File: src/rtl/wimm_pkg.sv
package wimm_pkg;
    localparam int unsigned WIMM_DATA_W = 64;
    localparam int unsigned WIMM_LANE_W = 16;
    localparam int unsigned WIMM_LANES  = WIMM_DATA_W / WIMM_LANE_W;
    localparam int unsigned WIMM_SEL_W  = $clog2(WIMM_LANES);
    localparam int unsigned WIMM_HALF_W = WIMM_DATA_W / 2;

    typedef enum logic [1:0] {
        MV_ZERO = 2'd0,
        MV_NOT  = 2'd1,
        MV_KEEP = 2'd2,
        MV_RSVD = 2'd3
    } mv_op_e;

    typedef enum logic [1:0] {
        FORM_NONE = 2'd0,
        FORM_ZERO = 2'd1,
        FORM_NOT  = 2'd2
    } mv_form_e;

    typedef struct packed {
        mv_op_e                  op;
        logic [WIMM_SEL_W-1:0]   lane;
        logic                    wide;
        logic [WIMM_LANE_W-1:0]  imm;
    } mv_ctl_t;

    typedef struct packed {
        logic                    err;
        logic [WIMM_DATA_W-1:0]  value;
    } mv_res_t;

    // Lane exists for the chosen width and the policy is not reserved.
    function automatic logic req_legal(mv_ctl_t c);
        logic lane_ok;
        lane_ok = c.wide || (int'(c.lane) < int'(WIMM_LANES / 2));
        return lane_ok && (c.op != MV_RSVD);
    endfunction
endpackage

File: src/rtl/wimm_lane_merge.sv
module wimm_lane_merge
    import wimm_pkg::*;
#(
    parameter int unsigned DATA_W = WIMM_DATA_W,
    parameter int unsigned LANE_W = WIMM_LANE_W,
    localparam int unsigned NL    = DATA_W / LANE_W,
    localparam int unsigned SEL_W = $clog2(NL)
) (
    input  mv_op_e              op,
    input  logic [SEL_W-1:0]    lane,
    input  logic                wide,
    input  logic [LANE_W-1:0]   imm,
    input  logic [DATA_W-1:0]   dest,
    output logic [DATA_W-1:0]   merged
);
    for (genvar g = 0; g < NL; g++) begin : g_lane
        logic [LANE_W-1:0] base;
        logic [LANE_W-1:0] lane_val;

        always_comb begin
            if (lane == SEL_W'(g)) begin
                base = imm;
            end else if (op == MV_KEEP) begin
                base = dest[g*LANE_W +: LANE_W];
            end else begin
                base = '0;
            end
            lane_val = (op == MV_NOT) ? ~base : base;
        end

        if (g >= NL / 2) begin : g_upper
            assign merged[g*LANE_W +: LANE_W] = wide ? lane_val : '0;
        end else begin : g_lower
            assign merged[g*LANE_W +: LANE_W] = lane_val;
        end
    end
endmodule

File: src/rtl/wimm_form_detect.sv
module wimm_form_detect
    import wimm_pkg::*;
#(
    parameter int unsigned DATA_W = WIMM_DATA_W,
    parameter int unsigned LANE_W = WIMM_LANE_W,
    localparam int unsigned NL    = DATA_W / LANE_W,
    localparam int unsigned SEL_W = $clog2(NL),
    localparam int unsigned HALF  = DATA_W / 2
) (
    input  logic [DATA_W-1:0]   value,
    input  logic                wide,
    output mv_form_e            form,
    output logic [SEL_W-1:0]    lane,
    output logic [LANE_W-1:0]   imm
);
    logic [DATA_W-1:0] val_eff;
    logic [DATA_W-1:0] inv_eff;
    logic [NL-1:0]     nz_val;
    logic [NL-1:0]     nz_inv;

    always_comb begin
        if (wide) begin
            val_eff = value;
            inv_eff = ~value;
        end else begin
            val_eff = {{HALF{1'b0}}, value[HALF-1:0]};
            inv_eff = {{HALF{1'b0}}, ~value[HALF-1:0]};
        end
    end

    for (genvar g = 0; g < NL; g++) begin : g_nz
        assign nz_val[g] = |val_eff[g*LANE_W +: LANE_W];
        assign nz_inv[g] = |inv_eff[g*LANE_W +: LANE_W];
    end

    logic [SEL_W-1:0] lane_val;
    logic [SEL_W-1:0] lane_inv;

    always_comb begin
        lane_val = '0;
        lane_inv = '0;
        for (int i = 0; i < NL; i++) begin
            if (nz_val[i]) lane_val = SEL_W'(i);
            if (nz_inv[i]) lane_inv = SEL_W'(i);
        end
    end

    always_comb begin
        form = FORM_NONE;
        lane = '0;
        imm  = '0;
        if ($countones(nz_val) <= 1) begin
            form = FORM_ZERO;
            lane = lane_val;
            imm  = val_eff[lane_val*LANE_W +: LANE_W];
        end else if ($countones(nz_inv) <= 1) begin
            form = FORM_NOT;
            lane = lane_inv;
            imm  = inv_eff[lane_inv*LANE_W +: LANE_W];
        end
    end
endmodule

File: src/rtl/wimm_move_unit.sv
module wimm_move_unit
    import wimm_pkg::*;
(
    input  logic                    clk,
    input  logic                    rst,
    input  logic                    mv_valid,
    input  logic [1:0]              mv_op,
    input  logic [WIMM_LANE_W-1:0]  mv_imm,
    input  logic [WIMM_SEL_W-1:0]   mv_lane,
    input  logic                    mv_wide,
    input  logic [WIMM_DATA_W-1:0]  mv_dest,
    output logic                    res_valid,
    output logic [WIMM_DATA_W-1:0]  res_result,
    output logic                    res_err,
    input  logic [WIMM_DATA_W-1:0]  cls_value,
    input  logic                    cls_wide,
    output logic [1:0]              cls_form,
    output logic [WIMM_SEL_W-1:0]   cls_lane,
    output logic [WIMM_LANE_W-1:0]  cls_imm
);
    mv_ctl_t                  ctl;
    mv_res_t                  nxt;
    mv_res_t                  cur;
    logic [WIMM_DATA_W-1:0]   merged;
    mv_form_e                 form;

    assign ctl.op   = mv_op_e'(mv_op);
    assign ctl.lane = mv_lane;
    assign ctl.wide = mv_wide;
    assign ctl.imm  = mv_imm;

    wimm_lane_merge #(
        .DATA_W (WIMM_DATA_W),
        .LANE_W (WIMM_LANE_W)
    ) i_merge (
        .op     (ctl.op),
        .lane   (ctl.lane),
        .wide   (ctl.wide),
        .imm    (ctl.imm),
        .dest   (mv_dest),
        .merged (merged)
    );

    always_comb begin
        if (req_legal(ctl)) begin
            nxt.err   = 1'b0;
            nxt.value = merged;
        end else begin
            nxt.err   = 1'b1;
            nxt.value = mv_dest;
        end
    end

    always_ff @(posedge clk) begin
        if (rst) begin
            res_valid <= 1'b0;
            cur       <= '0;
        end else begin
            res_valid <= mv_valid;
            if (mv_valid) begin
                cur <= nxt;
            end
        end
    end

    assign res_result = cur.value;
    assign res_err    = cur.err;

    wimm_form_detect #(
        .DATA_W (WIMM_DATA_W),
        .LANE_W (WIMM_LANE_W)
    ) i_detect (
        .value (cls_value),
        .wide  (cls_wide),
        .form  (form),
        .lane  (cls_lane),
        .imm   (cls_imm)
    );

    assign cls_form = form;
endmodule

File: config.mk
export PLATFORM = sky130hd
export DESIGN_NAME = wimm_move_unit
export DESIGN_NICKNAME = d
export VERILOG_FILES = /design/src/rtl/wimm_pkg.sv /design/src/rtl/wimm_lane_merge.sv /design/src/rtl/wimm_form_detect.sv /design/src/rtl/wimm_move_unit.sv
export SDC_FILE = /design/constraint.sdc
export NUM_CORES = 1
export LEC_CHECK = 0
export BUFFER_PORTS_ARGS = -buffer_cell sky130_fd_sc_hd__buf_4
export CORE_AREA = 3 3 123 125
export DETAILED_ROUTE_END_ITERATION = 16
export DIE_AREA = 0 0 126 128
export GPL_TIMING_DRIVEN = 0
export PLACE_DENSITY_LB_ADDON = 0.08
export SLEW_MARGIN = 25
export SYNTH_ARGS = -nofsm -noshare
export SYNTH_HDL_FRONTEND = slang
export SYNTH_SLANG_ARGS = --single-unit
File: constraint.sdc
create_clock -name clk -period 3.1 [get_ports clk]
set_input_delay 0 -clock clk [delete_from_list [all_inputs] [get_ports clk]]
set_output_delay 0 -clock clk [all_outputs]
set_load 0.005 [all_outputs]
==> impl_results.md <==
* Status: finished, final reports clean
* Worst-path clk slew at 0.05 ns
* GPL Wtd Cong at 1.00
* Global route overflow at 0
* Iteration-0 DRC Markers at 657
* Final worst setup slack at 0.0426 ns
* Longest Clk Path Bufs at 2
* Post-Place Worst Slack at -0.805 ns
* Crit path max fanout at 8
* Crit path largest cell delay at 0.54 ns
* Power per cell area at 351 nW/µm²
* Instance count on the critical path at 14
* Number of synthesized flops with an enable pin at 0
* Critical Path Source: cls_value[16]
* Die Area at 16100 µm²
* R2R Path End: res_result[32]
* Final period util at 0.986
* Syn_nets at 963
* Die X at 126 µm
* Top cells by area, synth: dfxtp_1 (23%), a21oi_1 (11%), nor2_1 (8.5%)
* Remaining DRCs at 0
* Post-synthesis cell type count at 55
* TritonRoute pass-1 iters at 5
* Startpoint Class: primary input
* Mapped Avg Cell Area at 7.15 µm²
* CP cell instances: buf_4, nor4_2, nand4_1, ha_1, ha_2, fa_1, or2_4, inv_4, and2_1, buf_6, nand2_1, mux2i_1, or4_1, buf_4
* Least-Margin Pin Slew at 0.648 ns
* Worst-skew pair later-pin latency at 0.35 ns
* Synthesized flop and latch total at 66
* Antenna diodes at 0
* H-tree depth at 3
* Crit path buffers/inverters at 4
* Setup violations, final at 0
* Max frequency at 0.327 GHz
* Peak VDD IR at 0.257 mV
* Crit Path Category: in -> out
* Cell area after synthesis at 5720 µm²
* Antenna violations before repair at 0
* Sequential cell area fraction in the yosys report at 0.231
* Top-count cell post-synth: nor2_1
* IO Pins at 239
* Core area at 14000 µm²
* Final Hold Vio Count at 0
* Synth Flop Type: dfxtp_1
* Number of antenna-violating nets in the routed design at 0
* CP delay by family, top: simple AND/OR/NAND/NOR gates
* Largest net degree at the start of global routing at 13
* Max-cap violation count at 0
* Reg2reg path depth at 2
* Layout cell share with drive strength beyond 1 at 0.299
* Crit path max-delay cell type: or4_1
* Area leader, netlist: dfxtp_1
* TritonCTS clock tree: built
* Hpwl dp at 18200 µm
* Lkg Pwr at 3.59 nW
* Sink Count at 66
* Clock skew at 0 ns
* Detailed-route via count at 7527
* Worst reg2reg setup slack at 2.33 ns
* Final Max Tran Viols at 0
* Period minus WS final at 3.06 ns
* Starting Density at 0.409
* Vias in the first global route at 6883
* Worst r2r src: res_result[32]
* Worst slew margin at 0.568
* WL final at 24700 µm
* # fillers at 1336
* CTS buffer count at 9
* GRT Total Usage at 0.287
* Root buffer cell: clkbuf_16
* Port-buffer cells at 220
* Design Power at 3.06 mW
* Layout area overhead at 52.4%
* Critical path required time at 3.10 ns
* Yosys warning total at 0
* Final #Nets at 1250
* Post-synth ARST share at 0
* CP Capture Type: primary output
* Routed len/inst at 19.4 µm
* Worst EP arrival at 3.06 ns
* HP Class: in -> reg
* Rows at 43
* Vias per std cell at 5.92
* First-pass GRT wire length at 37300 µm
* Most used cell, CP: buf_4
* Top cells by count, synth: nor2_1 (130), a21oi_1 (124), clkbuf_1 (73)
* Synth top area share at 0.231
* Die height at 128 µm
* Cell count after synthesis at 800
* Setup crit end: cls_imm[3]
-- worst min-delay path, cell delays in order --
cell and delay (ns):
buf_4 0.11, a2bb2oi_1 0.12, a211oi_1 0.08
-- layout make-up --
class | count | area [µm²] | area share
inverters | 10 | 40.0 | 0.00459
clock inverters | 6 | 90.1 | 0.0103
multi-input cells | 630 | 4110 | 0.472
well taps | 180 | 225 | 0.0258
clock buffers | 10 | 239 | 0.0274
plain buffers | 93 | 459 | 0.0527
repair buffers | 277 | 2230 | 0.256
flip-flops and latches | 66 | 1320 | 0.152
-- per-stage QoR --
| stage | hold WS (ns) | area [µm²] | TNS (ns) | util | instances |
|---|---|---|---|---|---|
| CTS | 0.000823 | 8510 | 0 | 0.608 | 1264 |
| global route | 0.0158 | 8710 | -0.0126 | 0.623 | 1272 |
| detailed placement | 0.227 | 7590 | -11.31 | 0.543 | 1200 |
| finish | 0.0120 | 8710 | 0 | 0.623 | 1272 |
| floorplan | 0.0857 | 5720 | 0 | - | 800 |
| global placement | 0.229 | 7590 | -12.12 | 0.543 | 1200 |
-- layer usage --
| layer | wire length (µm) | share of wire | vias to the layer above | global-route usage |
|---|---|---|---|---|
| li1 | - | - | 3579 | - |
| met1 | 10300 | 0.42 | 3422 | 0.391 |
| met2 | 11300 | 0.46 | 463 | 0.454 |
| met3 | 2380 | 0.096 | 63 | 0.0538 |
| met4 | 754 | 0.030 | 0 | 0.107 |
| met5 | 0 | 0 | - | 0 |
-- report_power, final --
part / switching, mW / leakage [nW] / internal (mW)
logic: 0.493 / 2.88 / 0.473
clock network: 0.415 / 0.159 / 0.727
registers: 0.0363 / 0.546 / 0.913
-- kinds of logic after synthesis --
family | Yosys count | share of synthesized area
AO/OA/AOI/OAI | 326 | 0.381
AND/OR/NAND/NOR | 254 | 0.209
buffers and inverters | 104 | 0.0786
flip-flops | 66 | 0.231
multiplexers | 40 | 0.0759
adder cells (fa/ha/maj) | 10 | 0.0245
-- state kept, by name, summed over array words and instances, names as in the netlist --
| signal | cells |
|---|---|
| res_err | 1 |
| res_valid | 1 |
| res_result | 64 |
-- cell usage in the layout (no fill, tap or decap), types with 3 or more instances in the layout --
cell | netlist | layout
a21oi_1 | 124 | 124
a22oi_1 | 31 | 31
clkbuf_16 | 0 | 11
dlygate4sd3_1 | 0 | 46
clkbuf_1 | 73 | 68
mux2_2 | 23 | 23
buf_8 | 1 | 3
buf_6 | 1 | 4
ha_1 | 8 | 6
nor4_4 | 0 | 3
buf_2 | 12 | 7
inv_1 | 9 | 8
nor2b_1 | 6 | 6
and2_1 | 16 | 16
a22o_1 | 10 | 10
o21ai_0 | 24 | 24
nand2_1 | 34 | 34
nand4_1 | 30 | 30
buf_1 | 3 | 3
a211oi_1 | 34 | 34
buf_4 | 1 | 230
nand2b_1 | 5 | 5
or4_1 | 3 | 3
o221ai_1 | 22 | 22
mux2i_1 | 16 | 16
dfxtp_1 | 66 | 66
a31oi_1 | 22 | 22
a2bb2oi_1 | 32 | 32
clkbuf_8 | 2 | 3
o22ai_1 | 13 | 13
clkbuf_4 | 0 | 3
o221ai_2 | 3 | 3
nor2_1 | 130 | 129
nor4_2 | 0 | 11
-- worst min path at each step --
stage / cells past startpoint / startpoint / endpoint / slack (ns)
after floorplan: 1 / rst / res_valid / 0.09
after global placement: 2 / rst / res_valid / 0.23
after detailed placement: 2 / rst / res_valid / 0.23
after CTS: 3 / mv_dest[29] / res_result[29] / 0.0008
after global routing: 3 / mv_dest[29] / res_result[29] / 0.02
final: 3 / mv_dest[29] / res_result[29] / 0.01
-- repair_timing --
item | 4_1_cts | 5_1_grt
hold buffers | 46 | 0
cloned | 0 | 2
resized for setup | 25 | 29
setup buffers | 3 | 6
pin swaps | 3 | 8
endpoints found under the setup margin | 16 | 16
endpoints found under the hold margin | 45 | 0
Note: power is estimated with default switching activity, not from simulation.
